[src/rtl/cfg_readout_pkg.sv]
package cfg_readout_pkg;

  typedef struct packed {
    logic run;
    logic clr;
  } rd_ctl_t;

endpackage

[src/rtl/cfg_rd_counter.sv]
module cfg_rd_counter
  import cfg_readout_pkg::*;
#(
  parameter int unsigned WORD_W = 8,
  parameter int unsigned WORDS  = 128,
  localparam int unsigned BAW   = $clog2(WORD_W),
  localparam int unsigned WAW   = $clog2(WORDS)
) (
  input  logic           clk,
  input  logic           rst_n,
  input  rd_ctl_t        ctl,
  input  logic [WAW-1:0] last_word,
  output logic [WAW-1:0] word_q,
  output logic [BAW-1:0] bit_q,
  output logic           done_q,
  output logic           end_hit
);

  logic [WAW-1:0] word_d;
  logic [BAW-1:0] bit_d;
  logic           done_d;
  logic           last_bit;

  assign last_bit = (bit_q == BAW'(WORD_W - 1));
  assign end_hit  = ctl.run && last_bit && (word_q == last_word);

  always_comb begin
    word_d = word_q;
    bit_d  = bit_q;
    done_d = done_q;
    if (ctl.clr) begin
      word_d = '0;
      bit_d  = '0;
      done_d = 1'b0;
    end else if (ctl.run) begin
      if (end_hit) begin
        done_d = 1'b1;
      end else if (last_bit) begin
        bit_d  = '0;
        word_d = word_q + WAW'(1);
      end else begin
        bit_d = bit_q + BAW'(1);
      end
    end
  end

  always_ff @(posedge clk or negedge rst_n) begin
    if (!rst_n) begin
      word_q <= '0;
      bit_q  <= '0;
      done_q <= 1'b0;
    end else begin
      word_q <= word_d;
      bit_q  <= bit_d;
      done_q <= done_d;
    end
  end

  AST_CLR_TO_ZERO: assert property (@(posedge clk) disable iff (!rst_n)
    ctl.clr |=> (word_q == '0) && (bit_q == '0) && !done_q);
  AST_IDLE_HOLDS: assert property (@(posedge clk) disable iff (!rst_n)
    (!ctl.run && !ctl.clr) |=> $stable(word_q) && $stable(bit_q) && $stable(done_q));
  AST_DONE_STICKY: assert property (@(posedge clk) disable iff (!rst_n)
    (done_q && !ctl.clr) |=> done_q);
  AST_NO_RUN_DONE: assert property (@(posedge clk) disable iff (!rst_n)
    done_q |-> !ctl.run);

endmodule

[src/rtl/cfg_rd_store.sv]
module cfg_rd_store #(
  parameter int unsigned DEPTH  = 1024,
  parameter int unsigned WORD_W = 8,
  parameter logic [DEPTH-1:0] IMAGE = {(DEPTH/32){32'hA5C3_3C96}},
  localparam int unsigned WORDS = DEPTH / WORD_W,
  localparam int unsigned BAW   = $clog2(WORD_W),
  localparam int unsigned WAW   = $clog2(WORDS)
) (
  input  logic [WAW-1:0] word_abs,
  input  logic [BAW-1:0] bit_sel,
  output logic           bit_o
);

  logic [WORD_W-1:0] mem [WORDS];

  for (genvar g = 0; g < WORDS; g++) begin : g_word
    assign mem[g] = IMAGE[g*WORD_W +: WORD_W];
  end

  assign bit_o = mem[word_abs][bit_sel];

endmodule

[src/rtl/cfg_rd_cascade.sv]
module cfg_rd_cascade (
  input  logic clk,
  input  logic rst_n,
  input  logic ser_en,
  input  logic oe_rstn,
  input  logic ce_n,
  input  logic end_hit,
  output logic ceo_n
);

  logic armed_q;
  logic armed_d;

  always_comb begin
    armed_d = armed_q;
    if (ser_en) begin
      if (!oe_rstn)    armed_d = 1'b0;
      else if (end_hit) armed_d = 1'b1;
    end
  end

  always_ff @(posedge clk or negedge rst_n) begin
    if (!rst_n) armed_q <= 1'b0;
    else        armed_q <= armed_d;
  end

  assign ceo_n = (ser_en && armed_q) ? ce_n : 1'b1;

  AST_ARM_AT_END: assert property (@(posedge clk) disable iff (!rst_n)
    end_hit |=> armed_q);
  AST_PROG_RELEASE: assert property (@(posedge clk) disable iff (!rst_n)
    !ser_en |-> ceo_n);
  AST_OE_DISARMS: assert property (@(posedge clk) disable iff (!rst_n)
    (ser_en && !oe_rstn) |=> ceo_n);

endmodule

[src/rtl/cfg_readout.sv]
module cfg_readout
  import cfg_readout_pkg::*;
#(
  parameter int unsigned DEPTH  = 1024,
  parameter int unsigned WORD_W = 8,
  parameter logic [DEPTH-1:0] IMAGE = {(DEPTH/32){32'hA5C3_3C96}}
) (
  input  logic       clk,
  input  logic       rst_n,
  input  logic       ser_en,
  input  logic       oe_rstn,
  input  logic       ce_n,
  input  logic       page_en,
  input  logic [1:0] page_sel,
  output logic       dout,
  output logic       dout_en,
  output logic       ceo_n
);

  localparam int unsigned WORDS      = DEPTH / WORD_W;
  localparam int unsigned PAGE_WORDS = WORDS / 4;
  localparam int unsigned BAW        = $clog2(WORD_W);
  localparam int unsigned WAW        = $clog2(WORDS);

  logic [1:0]     rst_sync_q;
  logic           rst_int_n;
  rd_ctl_t        ctl;
  logic [WAW-1:0] last_word;
  logic [WAW-1:0] base_word;
  logic [WAW-1:0] word_q;
  logic [WAW-1:0] word_abs;
  logic [BAW-1:0] bit_q;
  logic           done_q;
  logic           end_hit;
  logic           store_bit;

  always_ff @(posedge clk or negedge rst_n) begin
    if (!rst_n) rst_sync_q <= 2'b00;
    else        rst_sync_q <= {rst_sync_q[0], 1'b1};
  end
  assign rst_int_n = rst_sync_q[1];

  always_comb begin
    ctl.clr = ser_en && !oe_rstn;
    ctl.run = ser_en && oe_rstn && !ce_n && !done_q;
  end

  always_comb begin
    if (page_en) begin
      last_word = WAW'(PAGE_WORDS - 1);
      base_word = WAW'(page_sel) * WAW'(PAGE_WORDS);
    end else begin
      last_word = WAW'(WORDS - 1);
      base_word = '0;
    end
  end

  assign word_abs = base_word + word_q;

  cfg_rd_counter #(.WORD_W(WORD_W), .WORDS(WORDS)) i_counter (
    .clk       (clk),
    .rst_n     (rst_int_n),
    .ctl       (ctl),
    .last_word (last_word),
    .word_q    (word_q),
    .bit_q     (bit_q),
    .done_q    (done_q),
    .end_hit   (end_hit)
  );

  cfg_rd_store #(.DEPTH(DEPTH), .WORD_W(WORD_W), .IMAGE(IMAGE)) i_store (
    .word_abs (word_abs),
    .bit_sel  (bit_q),
    .bit_o    (store_bit)
  );

  cfg_rd_cascade i_cascade (
    .clk     (clk),
    .rst_n   (rst_int_n),
    .ser_en  (ser_en),
    .oe_rstn (oe_rstn),
    .ce_n    (ce_n),
    .end_hit (end_hit),
    .ceo_n   (ceo_n)
  );

  assign dout_en = ctl.run;
  assign dout    = dout_en && store_bit;

  AST_STANDBY_HIZ: assert property (@(posedge clk) disable iff (!rst_int_n)
    ce_n |-> !dout_en);
  AST_PROG_HIZ: assert property (@(posedge clk) disable iff (!rst_int_n)
    !ser_en |-> !dout_en);
  AST_RELEASED_LOW: assert property (@(posedge clk) disable iff (!rst_int_n)
    !dout_en |-> !dout);
  AST_DONE_QUIET: assert property (@(posedge clk) disable iff (!rst_int_n)
    $past(end_hit) |-> !dout_en);

endmodule

[config.mk]
export PLATFORM = sky130hd
export DESIGN_NAME = cfg_readout
export DESIGN_NICKNAME = d
export VERILOG_FILES = /design/src/rtl/cfg_readout_pkg.sv /design/src/rtl/cfg_rd_counter.sv /design/src/rtl/cfg_rd_store.sv /design/src/rtl/cfg_rd_cascade.sv /design/src/rtl/cfg_readout.sv
export SDC_FILE = /design/constraint.sdc
export NUM_CORES = 1
export LEC_CHECK = 0
export CELL_PAD_IN_SITES_DETAIL_PLACEMENT = 0
export CELL_PAD_IN_SITES_GLOBAL_PLACEMENT = 1
export CORE_MARGIN = 3
export CORE_UTILIZATION = 50
export CTS_CLUSTER_DIAMETER = 120
export DETAILED_ROUTE_END_ITERATION = 8
export DONT_BUFFER_PORTS = 1
export HOLD_SLACK_MARGIN = 0.08
export PLACE_DENSITY_LB_ADDON = 0.25
export SLEW_MARGIN = 20
export SYNTH_ARGS = -nofsm -noshare
export SYNTH_HDL_FRONTEND = slang
export SYNTH_SLANG_ARGS = --single-unit
[constraint.sdc]
create_clock -name clk -period 2.45 [get_ports clk]
set_input_delay 0.245 -clock clk [delete_from_list [all_inputs] [get_ports clk]]
set_output_delay 0.245 -clock clk [all_outputs]
set_load 0.03 [all_outputs]
Word level (Yosys, flattened, before mapping)
Memories as Yosys holds them, arrays and structs flattened. Index checks and enable logic that the tools add are counted. W data, S select, Z words.

Add/sub/neg operators: 3. $mul: 0. Divide/modulo/power cells: 0. Order comparisons: 2. Equality and inequality tests: 4. Shift operators: 0. Multiplexer cells: 19. Bitwise gates (word level): 1. Reductions and logical operators: 18.

Operator list (number): $mux W7 (6); $mux W8 (2); $mux W3 (4); $ge A8 B8 Y1 const B (1); $logic_and A1 B1 Y1 (8); $not A7 Y8 (1); $add A7 B1 Y7 const B (1); $add A7 B7 Y7 (1); $eq A7 B7 Y1 (1); $mux W1 (6); $reduce_and A2 Y1 (3); $reduce_bool A2 Y1 (3); $lt A3 B4 Y1 const B (1); $add A3 B1 Y3 const B (1); $bmux W1 S3 (1); $eq A3 B3 Y1 const B (1); $logic_not A1 Y1 (3); $reduce_and A3 Y1 (1); $ne A2 B1 Y1 const B (1); $ne A2 B2 Y1 const B (1).

Flip-flop bits (word level): 14. Bits in latches: 0. Memory bits (writable): 0. Memory bits (read-only): 1024. Input bits: 8. Output and inout bits: 3. Word-level logic and storage cells: 53. Memories kept: 1.

Memories: (name not given) (depth 128, width 8, read ports 1, clocked after memory_dff 0, wr ports 0, line cfg_rd_store.sv:20) `assign bit_o = mem[word_abs][bit_sel];`.

Longest topological paths before layout
Word-level depth: 9. Depth in mapped cells: 6.

By module
A second synthesis with hierarchy kept.

Cells, all modules: 86. Area total of the unflattened synthesis: 874.6 um^2.

Modules (own cells, without submodules): cfg_rd_counter (instances 1, cells an instance 63, area an instance 659.4 um^2, seq. area each 275.3 um^2); cfg_readout (instances 1, cells an instance 12, area an instance 122.6 um^2, seq. area each 50.0 um^2); cfg_rd_cascade (instances 1, cells an instance 5, area an instance 46.3 um^2, seq. area each 25.0 um^2); cfg_rd_store (instances 1, cells an instance 6, area an instance 46.3 um^2, seq. area each 0.0 um^2).

Worst setup path before layout
OpenSTA, ideal clock, no wires.

Path kind: register to output. Start point: register i_counter.word_q[0]. End point: output dout. Data arrival time: 1.958 ns. Data required time: 2.205 ns. Setup slack: 0.247 ns. Cell stages (with the launch flop): 6. Buffers on the path: 0. Cells stage by stage: dfrtp_1 inv_1 ha_1 inv_1 mux4_2 a211oi_1.

Longest elaborated chain between the ends: 8.

Ends and longest elaborated chain: from (decl) (line cfg_rd_counter.sv:13) `output logic [WAW-1:0] word_q,`; from (signal assigned) (line cfg_rd_counter.sv:53) `word_q <= word_d;`; $add A7 B7 Y7 (line cfg_readout.sv:58) `assign word_abs = base_word + word_q;`; $not A7 Y8 (implied by the code) (line cfg_rd_store.sv:20); $mem_v2 Z128 W8; $mux W8 (implied by the code) (2 in series) (line cfg_rd_store.sv:20); $bmux W1 S3 (line cfg_rd_store.sv:20); $mux W1 (implied by the code) (line cfg_rd_store.sv:20); $logic_and A1 B1 Y1 (line cfg_readout.sv:88) `assign dout = dout_en && store_bit;`; to (decl) (line cfg_readout.sv:15) `output logic dout,`.

Every way passes these cells. The select of a mux whose other input is x is not followed.

Worst setup path after layout
Start point: register i_counter.word_q[1]. End point: output dout.

The elaborated chain is that of the path after synthesis.

==> impl_metrics.yaml <==
hold_path:
  hold_start: "oe_rstn"
  hold_class: "primary input to register"
power:
  sw_frac_of_total_pct: 23.5
  power.internal_uw: 320
  p_leak_nw: 0.379
  p_clk_share_pct: 29.7
  switching_power_uw: 98.3
  p_seq_share_pct: 59.7
  p_per_area_nw_per_um2: 459
  p_comb_share_pct: 10.7
  totalPowerFinal_uw: 418
  ir_drop_mv: 0.228
placement:
  hpwlAfterDp_um: 1120
  placed_cells: 93
  io_buffers: 0
  gp_congestion: 0.746
layout:
  final_cell_count_no_fill: 97
  fin_nets: 98
  antenna_cells: 0
  fillers: 136
  drive_gt1_share_pct: 12.3
  area_growth_pct: 5.98
logic_synthesis:
  syn-cell-area_um2: 858
  synth_nets: 93
  yosys-top-cells-area: "dfrtp_1 (41%), ha_1 (10%), mux4_2 (5.2%)"
  yosysSeqAreaShare_pct: 40.8
  yosysWarningCount: 0
  synth_common_cells: "dfrtp_1 (14), ha_1 (7), inv_1 (7)"
  synthXorXnorAreaFrac_pct: 0
  yosysMostFrequentCell: "dfrtp_1"
  synth-async-reset-ratio_pct: 100
  syn_inst: 78
  synth.largest_area_cell: "dfrtp_1"
  synth_edf_count: 0
  ys_ff_latch: 14
  synth_cell_types: 32
  synth-adder-area-share_pct: 10.2
  yosys.area_share.simple_pct: 17.8
  synthMuxAreaShare_pct: 9.91
  synth_ff_type: "dfrtp_1"
  synth_top_cell_area_share_pct: 40.8
  synth_compound_area_share_pct: 16.2
  synth.avg_cell_area_um2: 11.0
  synth_top_family_by_area: "simple AND/OR/NAND/NOR gates"
floorplanning:
  die_h_um: 47.4
  die_w_um: 47.4
  fp.dieArea_um2: 2250
  core_um2: 1560
  start_util_pct: 55.1
  rows: 14
  pin_count: 11
detailed_routing:
  wl_um: 1420
  drtIter0Drc: 6
  viasPerCell: 6.13
  dr_total_vias: 595
  wire_per_inst_um: 14.7
  dr.pass1.iters: 5
  detail-route-antenna-nets: 0
  drc: 0
timing:
  fin_skew_ns: 0.00452
  tns_ns: 0
  fin_crit_ns: 2.24
  worst_hold_slack_ns: 0.157
  min_period_over_period_pct: 91.3
  hold_violations: 0
  setup_viol: 0
  rsz0062_at_grt: "no"
  max_freq_mhz: 447
  slew_viol_final: 0
grt:
  grt_pass1_vias: 592
  gr-usage-all-layers_pct: 16.1
  grt_max_degree: 13
  antenna_found_initial: 0
  gr-total-overflow: 0
  grt_pass1_wl_um: 2490
clock_tree:
  clk_latency_ns: 0.27
  clockBufferDepth: 2
  numCtsBuffers: 3
  cts_tree: "yes"
  cts_root_buf: "clkbuf_4"
  clock_sinks: 14
  htree_levels: 1
  cts.clk_slew.worst_paths_ns: 0.08
worst_setup_path:
  cp.arrival_ns: 1.99
  cp-end-kind: "primary output"
  cp.required_ns: 2.20
  r2r_start: "i_counter.bit_q[0]$_DFFE_PN0P_"
  cp_max_fo: 8
  worst_path_largest_cell_delay_ns: 0.49
  worstSetupPathType: "register to primary output"
  startpoint: "i_counter.word_q[1]$_DFFE_PN0P_"
  crit_path_cell_trace: "inv_1, ha_1, mux4_2, a211oi_1, buf_4"
  cp_slowest_cell: "dfrtp_1"
  startpoint_type: "register"
flow_run:
  drv_cap: 0
outcome:
  status: "completed"
state kept, by name (all words and copies together), names as in the netlist:
name	cells
i_counter.word_q	7
i_counter.bit_q	3
rst_sync_q	2
i_cascade.armed_q	1
i_counter.done_q	1
worst max-delay path: cells and delay by family (launching register included):
| kind | cells | cell delay, ns |
|---|---|---|
| AO/OA/AOI/OAI | 1 | 0.26 |
| adder cells (fa/ha/maj) | 1 | 0.20 |
| buffers and inverters | 2 | 0.32 |
| flip-flops | 1 | 0.49 |
| multiplexers | 1 | 0.46 |
power by group through the flow:
stage / sequential [mW] / combinational [mW] / clock [mW]
3_5_place_dp: 0.255 / 0.0434 / 0
3_3_place_gp: 0.254 / 0.0427 / 0
4_1_cts: 0.250 / 0.0453 / 0.125
5_1_grt: 0.252 / 0.0497 / 0.142
6_report: 0.249 / 0.0446 / 0.124
2_1_floorplan: 0.252 / 0.0381 / 0
layer usage:
metal / vias to the layer above / track usage [%] / wire [um]
met1: 296 / 20.4 / 707
li1: 290 / - / -
met3: 2 / 4.51 / 48
met4: 0 / 6.63 / 13
met5: - / 0 / 0
met2: 7 / 25.9 / 654
worst paths after layout:
check	cells past startpoint	slack, ns	to
worst max register to register	5	0.54	i_counter.word_q[5]$_DFFE_PN0P_
max in group asynchronous	0	1.92	i_counter.word_q[6]$_DFFE_PN0P_
worst min register to register	0	0.20	i_counter.word_q[5]$_DFFE_PN0P_
worst max-delay path	5	0.21	dout
worst min-delay path	2	0.16	i_counter.word_q[3]$_DFFE_PN0P_
min in group asynchronous	0	0.20	i_counter.word_q[5]$_DFFE_PN0P_
placed cells by master (no fill, tap or decap):
master | Yosys | final
a21oi_2 | 1 | 1
a21oi_4 | 1 | 1
nand3_1 | 5 | 5
o21bai_1 | 2 | 2
a21oi_1 | 2 | 2
o22ai_1 | 1 | 1
clkinv_2 | 1 | 1
a211oi_1 | 1 | 1
nor2_1 | 1 | 1
clkbuf_4 | 0 | 3
o31ai_1 | 3 | 3
nand3b_1 | 2 | 2
dlygate4sd3_1 | 0 | 1
nand4_1 | 1 | 1
o311ai_0 | 1 | 1
nand2_1 | 5 | 5
or3b_1 | 1 | 1
o311a_1 | 2 | 2
nor2b_1 | 2 | 2
conb_1 | 1 | 1
or2b_1 | 1 | 1
inv_1 | 7 | 7
o21a_1 | 2 | 2
or4_1 | 2 | 2
ha_1 | 7 | 7
o32ai_1 | 1 | 1
and3_1 | 1 | 1
nand4bb_4 | 1 | 1
mux4_2 | 2 | 2
or2_1 | 1 | 1
dfrtp_1 | 14 | 14
buf_4 | 0 | 1
mux2i_1 | 4 | 4
stage by stage:
stage               util (%)  cell area [um2]  worst slack (ns)
floorplan                  -              858             0.247
global placement        56.3              877             0.523
detailed placement      56.3              877             0.495
CTS                     58.3              910             0.201
global route            58.3              910             0.102
finish                  58.3              910             0.214
cell type report:
| cell class | count | area, um2 | area share (%) |
|---|---|---|---|
| sequential | 14 | 350 | 38.5 |
| clock buffer | 3 | 22.5 | 2.48 |
| timing repair buffer | 2 | 17.5 | 1.93 |
| tap | 16 | 20.0 | 2.20 |
| multi-input combinational | 54 | 468 | 51.4 |
| inverter | 8 | 31.3 | 3.44 |
timing repair:
item | in CTS | in global routing
setup buffers | 0 | 0
gates resized for setup | 0 | 0
hold endpoints to repair | 2 | 0
hold buffers | 1 | 0
cell families after synthesis:
group | count (synthesis)
multiplexers | 6
adder cells (fa/ha/maj) | 7
AO/OA/AOI/OAI | 17
flip-flops | 14
other | 1
buffers and inverters | 10
AND/OR/NAND/NOR | 23
Power figures use the tool's default switching activity.
